`config.mk`:
```
export PLATFORM = sky130hd
export DESIGN_NAME = fscan_engine
export DESIGN_NICKNAME = d
export VERILOG_FILES = /design/src/rtl/fscan_pkg.sv /design/src/rtl/fscan_control.sv /design/src/rtl/fscan_datapath.sv /design/src/rtl/fscan_engine.sv
export SDC_FILE = /design/constraint.sdc
export NUM_CORES = 1
export LEC_CHECK = 0
export CAP_MARGIN = 20
export CORE_MARGIN = 3
export CORE_UTILIZATION = 49
export CTS_CLUSTER_DIAMETER = 100
export DETAILED_ROUTE_END_ITERATION = 10
export PLACE_DENSITY_LB_ADDON = 0.1
export SETUP_SLACK_MARGIN = 0.1
export SYNTH_ARGS = -nofsm -noshare
export SYNTH_HDL_FRONTEND = slang
export SYNTH_SLANG_ARGS = --single-unit
```
`constraint.sdc`:
```
create_clock -name clk -period 3.8 [get_ports clk]
set_clock_uncertainty 0.1 [all_clocks]
set_input_delay 0.76 -clock clk [delete_from_list [all_inputs] [get_ports clk]]
set_output_delay 0.76 -clock clk [all_outputs]
set_load 0.005 [all_outputs]
```
`src/rtl/fscan_pkg.sv`:
```
package fscan_pkg;

  // number of byte lanes on the register-file read port (widest field)
  localparam int FIELD_LANES = 4;
  localparam int LANE_SEL_W  = $clog2(FIELD_LANES) + 1;

  typedef enum logic {
    ST_IDLE,
    ST_RUN
  } scanState_t;

  // strobes from control to datapath
  typedef struct packed {
    logic load;      // capture the control word and match value
    logic step;      // advance to the next field
    logic finHit;    // finish with the current field as the match
    logic finMiss;   // finish without a match
    logic finEmpty;  // finish at once for a zero field count
  } scanStrobe_t;

  // status from datapath to control
  typedef struct packed {
    logic hit;        // current field equals the match value
    logic pastEnd;    // current field would leave the register file
    logic lastField;  // current field is the final one to examine
    logic emptyReq;   // requested field count is zero
  } scanFlags_t;

  function automatic logic [LANE_SEL_W-1:0] decodeWidth(input logic [7:0] code);
    case (code)
      8'd1:    return LANE_SEL_W'(1);
      8'd2:    return LANE_SEL_W'(2);
      default: return LANE_SEL_W'(4);
    endcase
  endfunction

  function automatic logic [LANE_SEL_W-1:0] decodeStride(input logic [7:0] code);
    case (code)
      8'd1:    return LANE_SEL_W'(1);
      8'd2:    return LANE_SEL_W'(2);
      8'd3:    return LANE_SEL_W'(3);
      default: return LANE_SEL_W'(4);
    endcase
  endfunction

endpackage

```
`src/rtl/fscan_control.sv`:
```
module fscan_control
  import fscan_pkg::*;
(
  input  logic        clk,
  input  logic        rstN,
  input  logic        start,
  input  scanFlags_t  flags,
  output scanStrobe_t strobe
);

  scanState_t state, nextState;

  always_comb begin
    strobe    = '0;
    nextState = state;
    case (state)
      ST_IDLE: begin
        if (start) begin
          if (flags.emptyReq) begin
            strobe.finEmpty = 1'b1;
          end else begin
            strobe.load = 1'b1;
            nextState   = ST_RUN;
          end
        end
      end
      ST_RUN: begin
        // leaving the file outranks any comparison on garbage bytes
        if (flags.pastEnd) begin
          strobe.finMiss = 1'b1;
          nextState      = ST_IDLE;
        end else if (flags.hit) begin
          strobe.finHit = 1'b1;
          nextState     = ST_IDLE;
        end else if (flags.lastField) begin
          strobe.finMiss = 1'b1;
          nextState      = ST_IDLE;
        end else begin
          strobe.step = 1'b1;
        end
      end
      default: nextState = ST_IDLE;
    endcase
  end

  always_ff @(posedge clk or negedge rstN) begin
    if (!rstN) state <= ST_IDLE;
    else       state <= nextState;
  end

endmodule

```
`src/rtl/fscan_datapath.sv`:
```
module fscan_datapath
  import fscan_pkg::*;
#(
  parameter int RF_BYTES = 128,
  parameter int ADDR_W   = $clog2(RF_BYTES)
) (
  input  logic                     clk,
  input  logic                     rstN,
  input  scanStrobe_t              strobe,
  input  logic [31:0]              ctrlWord,
  input  logic [31:0]              matchVal,
  output logic [ADDR_W-1:0]        rfAddr,
  input  logic [8*FIELD_LANES-1:0] rfData,
  output scanFlags_t               flags,
  output logic                     done,
  output logic [31:0]              result
);

  localparam int   POS_W    = 9;
  localparam logic [POS_W-1:0] RF_LIMIT = POS_W'(RF_BYTES);
  localparam logic [7:0]       NO_MATCH = 8'hFF;

  logic [7:0]            curOff;
  logic [7:0]            remain;
  logic [LANE_SEL_W-1:0] widthSel;
  logic [LANE_SEL_W-1:0] strideSel;
  logic [31:0]           matchReg;
  logic [15:0]           upperReg;
  logic [31:0]           resultReg;
  logic                  doneReg;

  logic [FIELD_LANES-1:0] laneOk;
  logic [POS_W-1:0]       endPos;

  // per-lane compare; lanes beyond the field width always agree
  for (genvar g = 0; g < FIELD_LANES; g++) begin : gLane
    assign laneOk[g] = (rfData[8*g +: 8] == matchReg[8*g +: 8]) ||
                       (LANE_SEL_W'(g) >= widthSel);
  end

  assign endPos = {1'b0, curOff} + POS_W'(widthSel);
  assign rfAddr = curOff[ADDR_W-1:0];

  assign flags.hit       = &laneOk;
  assign flags.pastEnd   = endPos > RF_LIMIT;
  assign flags.lastField = remain == 8'd1;
  assign flags.emptyReq  = ctrlWord[15:8] == 8'd0;

  // scan position and search parameters
  always_ff @(posedge clk or negedge rstN) begin
    if (!rstN) begin
      curOff    <= '0;
      remain    <= '0;
      widthSel  <= '0;
      strideSel <= '0;
      matchReg  <= '0;
      upperReg  <= '0;
    end else if (strobe.load) begin
      curOff    <= ctrlWord[7:0];
      remain    <= ctrlWord[15:8];
      widthSel  <= decodeWidth(ctrlWord[23:16]);
      strideSel <= decodeStride(ctrlWord[31:24]);
      matchReg  <= matchVal;
      upperReg  <= ctrlWord[31:16];
    end else if (strobe.step) begin
      curOff <= curOff + 8'(strideSel);
      remain <= remain - 8'd1;
    end
  end

  // completion pulse and held result
  always_ff @(posedge clk or negedge rstN) begin
    if (!rstN) begin
      doneReg   <= 1'b0;
      resultReg <= '0;
    end else begin
      doneReg <= strobe.finHit | strobe.finMiss | strobe.finEmpty;
      if (strobe.finHit)
        resultReg <= {upperReg, remain, curOff};
      else if (strobe.finMiss)
        resultReg <= {upperReg, 8'd0, NO_MATCH};
      else if (strobe.finEmpty)
        resultReg <= {ctrlWord[31:16], 8'd0, NO_MATCH};
    end
  end

  assign done   = doneReg;
  assign result = resultReg;

endmodule

```
`src/rtl/fscan_engine.sv`:
```
module fscan_engine
  import fscan_pkg::*;
#(
  parameter  int RF_BYTES = 128,
  localparam int ADDR_W   = $clog2(RF_BYTES)
) (
  input  logic              clk,
  input  logic              rstN,
  input  logic              start,
  input  logic [31:0]       ctrlWord,
  input  logic [31:0]       matchVal,
  output logic [ADDR_W-1:0] rfAddr,
  input  logic [31:0]       rfData,
  output logic              done,
  output logic [31:0]       result
);

  scanStrobe_t strobe;
  scanFlags_t  flags;

  fscan_control uCtrl (
    .clk    (clk),
    .rstN   (rstN),
    .start  (start),
    .flags  (flags),
    .strobe (strobe)
  );

  fscan_datapath #(
    .RF_BYTES (RF_BYTES),
    .ADDR_W   (ADDR_W)
  ) uDp (
    .clk      (clk),
    .rstN     (rstN),
    .strobe   (strobe),
    .ctrlWord (ctrlWord),
    .matchVal (matchVal),
    .rfAddr   (rfAddr),
    .rfData   (rfData),
    .flags    (flags),
    .done     (done),
    .result   (result)
  );

endmodule

```
=== After elaboration in Yosys (flattened, before gate mapping) ===
Cells that the tools add are included.

* Register bits: 104
* Latch bits: 0
* Bits in writable memories: 0
* Bits in read-only memories: 0
* Bits of input ports: 99
* Output and inout port bits: 40
* Word-level logic and storage cells: 63
* Memories: 0

* Add/sub/neg operators: 3
* Multipliers: 0
* Div/mod/pow operators: 0
* Order comparisons: 5
* Eq/ne operators: 10
* Shift-type cells: 0
* Muxes and demuxes: 25
* Bitwise operators: 3
* Reductions and logical operators: 8

{| class="wikitable"
|+ Operators by type and width
! cell !! count
|-
| 2-to-1 mux 32 bit || 3
|-
| == test 8 bit || 4
|-
| 2-to-1 mux 8 bit || 4
|-
| == test 8 x 1 -> 1 bit, second input constant || 3
|-
| == test 8 x 2 -> 1 bit, second input constant || 3
|-
| 2-to-1 mux 1 bit || 13
|-
| adder 8 x 3 -> 9 bit || 1
|-
| greater-than comparator 9 x 8 -> 1 bit, second input constant || 1
|-
| case mux 3 bit (3 select lines) || 1
|-
| adder 8 x 3 -> 8 bit || 1
|-
| zero test 8 bit || 1
|-
| subtractor 8 x 1 -> 8 bit, second input constant || 1
|-
| greater-or-equal comparator 1 x 3 -> 1 bit, first input constant || 2
|-
| greater-or-equal comparator 2 x 3 -> 1 bit, first input constant || 2
|-
| case mux 3 bit (2 select lines) || 1
|-
| logical OR 1 bit || 4
|-
| AND reduction 4 bit || 1
|-
| 2-to-1 mux 3 bit || 1
|-
| nonzero test 3 bit || 1
|-
| 2-to-1 mux 2 bit || 1
|-
| bitwise OR 1 bit || 2
|-
| case mux 1 bit (2 select lines) || 1
|-
| nonzero test 2 bit || 1
|-
| NOT 1 bit || 1
|}

=== Longest topological paths before layout ===
* Depth after elaboration: 8
* Depth in mapped cells: 11
* Depth with buffers taken out: 11

=== By module ===
Synthesis repeated with hierarchy kept, for this count alone.

* Cells, all modules: 448
* Area total of the unflattened synthesis: 5036.1 um^2

{| class="wikitable"
|+ By module, submodules not included
! module !! instances !! cells each !! area an instance (um^2) !! seq. area each (um^2)
|-
| fscan_datapath || 1 || 440 || 4939.7 || 2577.5
|-
| fscan_control || 1 || 8 || 96.3 || 25.0
|}

=== Least setup slack after synthesis ===
Ideal clock, no wire load.

* Path type: register -> register
* From: register uDp.curOff[0]
* To: register uDp.remain[6]
* Setup time: 126 ps
* Arrival: 2717 ps
* Data required time: 3574 ps
* Setup slack: 857 ps
* Stages on the path, launching flop included: 10
* Buffers on the path: 0
* Period minus slack after synthesis: 2943 ps
* Cells stage by stage: dfrtp_1 -> ha_1 -> fa_1 -> or4_1 -> nor3_1 -> o22ai_1 -> o211ai_2 -> nand3_4 -> mux2_4 -> a221o_1

* Word-level cells in the longest chain between the ends: 5

{| class="wikitable"
|+ RTL lines
! element !! RTL line !! text
|-
| start, declared || fscan_datapath.sv:23 || <nowiki>logic [7:0] curOff;</nowiki>
|-
| start signal, assigned || fscan_datapath.sv:59 || <nowiki>curOff <= ctrlWord[7:0];</nowiki>
|-
| start signal, assigned || fscan_datapath.sv:66 || <nowiki>curOff <= curOff + 8'(strideSel);</nowiki>
|-
| adder 8 x 3 -> 9 bit || fscan_datapath.sv:41 || <nowiki>assign endPos = {1'b0, curOff} + POS_W'(widthSel);</nowiki>
|-
| greater-than comparator 9 x 8 -> 1 bit || fscan_datapath.sv:45 || <nowiki>assign flags.pastEnd = endPos > RF_LIMIT;</nowiki>
|-
| 2-to-1 mux 2 bit || fscan_control.sv:29 || <nowiki>if (flags.pastEnd) begin</nowiki>
|-
| 2-to-1 mux 3 bit || fscan_control.sv:16 || <nowiki>case (state)</nowiki>
|-
| nonzero test 2 bit (no line) || n/a ||
|-
| end signal, assigned || fscan_datapath.sv:60 || <nowiki>remain <= ctrlWord[15:8];</nowiki>
|-
| end signal, assigned || fscan_datapath.sv:67 || <nowiki>remain <= remain - 8'd1;</nowiki>
|-
| end, declared || fscan_datapath.sv:24 || <nowiki>logic [7:0] remain;</nowiki>
|}

Every way passes these cells.
A chain may end at the register's enable or synchronous reset.

=== Worst setup path in the final report ===
* From: register uDp.curOff[0]
* To: register uDp.remain[7]

The elaborated chain is that of the path after synthesis.

==> summary.txt <==
================================================================================
Async S/R FF share, synth                                                   1.00
Hold Violations, Final                                                         0
Initial standard-cell utilization of the core                              0.513
Antenna diode count                                                            0
Minimum period implied by the final worst setup slack                    3.28 ns
Final count of pins violating max slew                                         0
Crit path max fanout                                                          15
Number of remaining DRC errors                                                 0
Fraction of the yosys area taken by sequential cells                       0.507
Total of max-cap violations                                                    0
Number of enable flip-flop cells after synthesis                               0
# Post-CTS Setup Buffers                                                       0
Total routed wirelength                                                  12.2 mm
Most frequent cells after synthesis                                 sky130_fd_sc_hd__nand2_1, sky130_fd_sc_hd__dfrtp_1, sky130_fd_sc_hd__o21ai_0
Transition time at the pin with the least slew margin                   0.675 ns
Non-filler cells in the finished layout                                      808
Wire length of the first global-routing pass                             19.9 mm
Arr. time, crit path                                                     3.44 ns
Port-buffer cells                                                            138
Clock-pin slew on the worst setup and hold paths                         0.10 ns
Resize count post-CTS                                                          0
Commonest register cell after synthesis                             sky130_fd_sc_hd__dfrtp_1
Post-route design area                                              0.00677 mm^2
Average cell area after synthesis                                      9.42 um^2
Relative max-transition margin                                             0.550
Clk Latency, worst-skew pair                                             0.36 ns
Maximum number of pins on one net before global-route repair                  56
Worst ir drop on vdd                                                    0.343 mV
Clk sink count                                                               104
Synth area leader                                                   sky130_fd_sc_hd__dfrtp_1
Violation count after the first detailed-route iteration                     154
Core Rows                                                                     36
Area of the die                                                      0.0117 mm^2
Via count of the first global-routing pass                                  4201
Layout cells sized above 1                                                0.0533
Number of endpoints failing setup at the final stage                           0
Worst setup EP type                                                         flop
Power per standard cell area                                         678 mW/mm^2
Most common cell in the synthesized netlist                         sky130_fd_sc_hd__nand2_1
Total chip power                                                         4590 uW
Number of cells in the design after placement                                792
Combined area of the multi-input logic cells                        0.00235 mm^2
Die Ht                                                                    108 um
Number of antenna violations at the first check in global routing              0
Period utilisation layout                                                  0.864
Netlist area before placement                                       0.00513 mm^2
Placer congestion estimate                                                 0.845
CTS H-tree lvls                                                                3
Mapped Cells                                                                 545
Total GRT Usage                                                            0.213
Maximum operating frequency                                              305 MHz
Leading cell types by total area after synthesis                    sky130_fd_sc_hd__dfrtp_1, sky130_fd_sc_hd__nand2_1, sky130_fd_sc_hd__xnor2_1
Mean number of vias per cell                                                5.30
Number of synthesized register bits                                          104
Synthesis-to-layout area growth                                            31.9%
Global route total overflow                                                    0
Clock root buffer                                                   sky130_fd_sc_hd__clkbuf_8
Required time at the worst-slack endpoint                                3.95 ns
Average wire length per cell after detail routing                        15.1 um
CTS Hold Bufs                                                                  0
Post-DRT Antenna Nets                                                          0
Clock tree from TritonCTS                                                   done
Die span in x                                                             108 um
Core Region                                                          0.0100 mm^2
Bufs on Longest Clock Path                                                     2
Post-DP Area                                                        0.00659 mm^2
Path type of the worst setup path                                        reg2reg
Top-level port count                                                         139
Setup TNS                                                                   0 ns
Top-area cell type share of the netlist area                               0.507
Yosys warning total                                                            0
Status                                                              finished clean
Number of clock buffers inserted by TritonCTS                                  9
Leakage power                                                         0.00306 uW
Total number of vias                                                        4280
Placed wire-length estimate                                              9.00 mm
Unrepaired setup endpoints after global routing                            false
Synth unique cells                                                            55
Core Util, Final                                                           0.677
Count of filler cells inserted in the layout                                 868
Footprint of the flip-flops and latches                             0.00260 mm^2
Post-synthesis net count                                                     654
Layout net count                                                             779
Detailed-routing iteration count for the pre-antenna-repair pass               5
CP Launch Type                                                              flop
Type of the worst min-delay path                                        in2async
================================================================================
critical path, cell delays in order (launching register included):
cell	delay (ns)
sky130_fd_sc_hd__dfrtp_1	0.45
sky130_fd_sc_hd__ha_1	0.27
sky130_fd_sc_hd__fa_1	0.45
sky130_fd_sc_hd__or4_1	0.50
sky130_fd_sc_hd__nor3_1	0.17
sky130_fd_sc_hd__o22ai_1	0.13
sky130_fd_sc_hd__o211ai_2	0.19
sky130_fd_sc_hd__nand3_4	0.24
sky130_fd_sc_hd__buf_4	0.24
sky130_fd_sc_hd__mux2i_1	0.12
sky130_fd_sc_hd__a221o_1	0.31
power by group:
group | internal, uW | switching (uW) | total (uW)
clock network | 245 | 394 | 639
logic | 990 | 931 | 1920
registers | 1600 | 426 | 2030
total | 2840 | 1750 | 4590
flip-flops by register name (all words and copies together) (netlist names):
register,count
uDp.matchReg,32
uDp.result,32
uDp.upperReg,16
uDp.curOff,8
uDp.remain,8
uDp.strideSel,3
uDp.widthSel,3
uCtrl.state,1
uDp.done,1
kinds of logic (layout without fill, tap and decap cells):
kind of cell,Yosys count,after routing,share of synthesized area
AND/OR/NAND/NOR,257,257,0.216
XOR/XNOR,36,36,0.0614
multiplexers,19,19,0.0380
AO/OA/AOI/OAI,79,79,0.111
flip-flops,104,104,0.507
buffers and inverters,40,170,0.0392
adder cells (fa/ha/maj),10,10,0.0273
per-layer routing:
metal | vias up | wire length (um) | global-route usage
met5 | - | 0 | 0
met4 | 0 | 143 | 0.0577
met3 | 12 | 733 | 0.0454
li1 | 2092 | - | -
met2 | 127 | 6010 | 0.352
met1 | 2049 | 5310 | 0.288
final timing paths:
check	from	to	slack, ns	depth (start not counted)
min in group clk	uDp.upperReg[0]$_DFFE_PN0P_	uDp.upperReg[0]$_DFFE_PN0P_	0.38	2
max	uDp.curOff[0]$_DFFE_PN0P_	uDp.remain[7]$_DFFE_PN0P_	0.52	10
max reg2reg	uDp.curOff[0]$_DFFE_PN0P_	uDp.remain[7]$_DFFE_PN0P_	0.52	10
max in group asynchronous	rstN	uDp.widthSel[2]$_DFFE_PN0P_	2.42	2
min	rstN	uDp.matchReg[25]$_DFFE_PN0P_	0.33	1
min reg2reg	uDp.upperReg[0]$_DFFE_PN0P_	uDp.upperReg[0]$_DFFE_PN0P_	0.38	2
cell type report:
cell class,count,area share
flip-flops and latches,104,0.384
multi-input cells,401,0.347
repair buffers,147,0.214
well taps,133,0.0246
clock buffers,9,0.0183
clock inverters,7,0.00832
inverters,7,0.00388
per-stage QoR:
step / hold WS [ns] / worst slack, ns
finish: 0.328 / 0.517
detailed placement: 0.363 / 0.368
floorplan: 0.346 / 0.857
global placement: 0.355 / 0.412
CTS: 0.345 / 0.518
global route: 0.365 / 0.312
cell usage in the layout (no fill, tap or decap), types with 2 or more instances in the layout:
cell type / netlist / routed
sky130_fd_sc_hd__nand2_1: 185 / 185
sky130_fd_sc_hd__clkdlybuf4s50_1: 0 / 137
sky130_fd_sc_hd__dfrtp_1: 104 / 104
sky130_fd_sc_hd__o21ai_0: 26 / 25
sky130_fd_sc_hd__xnor2_1: 25 / 25
sky130_fd_sc_hd__nor2_1: 19 / 19
sky130_fd_sc_hd__mux2i_1: 18 / 18
sky130_fd_sc_hd__nand4_1: 11 / 11
sky130_fd_sc_hd__xor2_1: 11 / 11
sky130_fd_sc_hd__o211ai_1: 10 / 10
sky130_fd_sc_hd__nand3_1: 10 / 10
sky130_fd_sc_hd__buf_4: 8 / 10
sky130_fd_sc_hd__clkbuf_8: 0 / 9
sky130_fd_sc_hd__a22o_1: 8 / 8
sky130_fd_sc_hd__ha_1: 8 / 8
sky130_fd_sc_hd__o22a_1: 7 / 7
sky130_fd_sc_hd__inv_1: 6 / 6
sky130_fd_sc_hd__or3_1: 6 / 6
sky130_fd_sc_hd__or4_1: 5 / 5
sky130_fd_sc_hd__a21oi_1: 5 / 5
sky130_fd_sc_hd__nor3_1: 3 / 3
sky130_fd_sc_hd__nor4_1: 3 / 3
sky130_fd_sc_hd__a31oi_1: 3 / 3
sky130_fd_sc_hd__clkinvlp_4: 0 / 3
sky130_fd_sc_hd__and2_1: 2 / 2
sky130_fd_sc_hd__o22ai_1: 2 / 2
sky130_fd_sc_hd__o32ai_1: 2 / 2
sky130_fd_sc_hd__nand2b_1: 2 / 2
sky130_fd_sc_hd__o31ai_1: 2 / 2
sky130_fd_sc_hd__a221o_1: 2 / 2
sky130_fd_sc_hd__a21o_1: 2 / 2
sky130_fd_sc_hd__fa_1: 2 / 2
(Power assumes the default switching activity.)
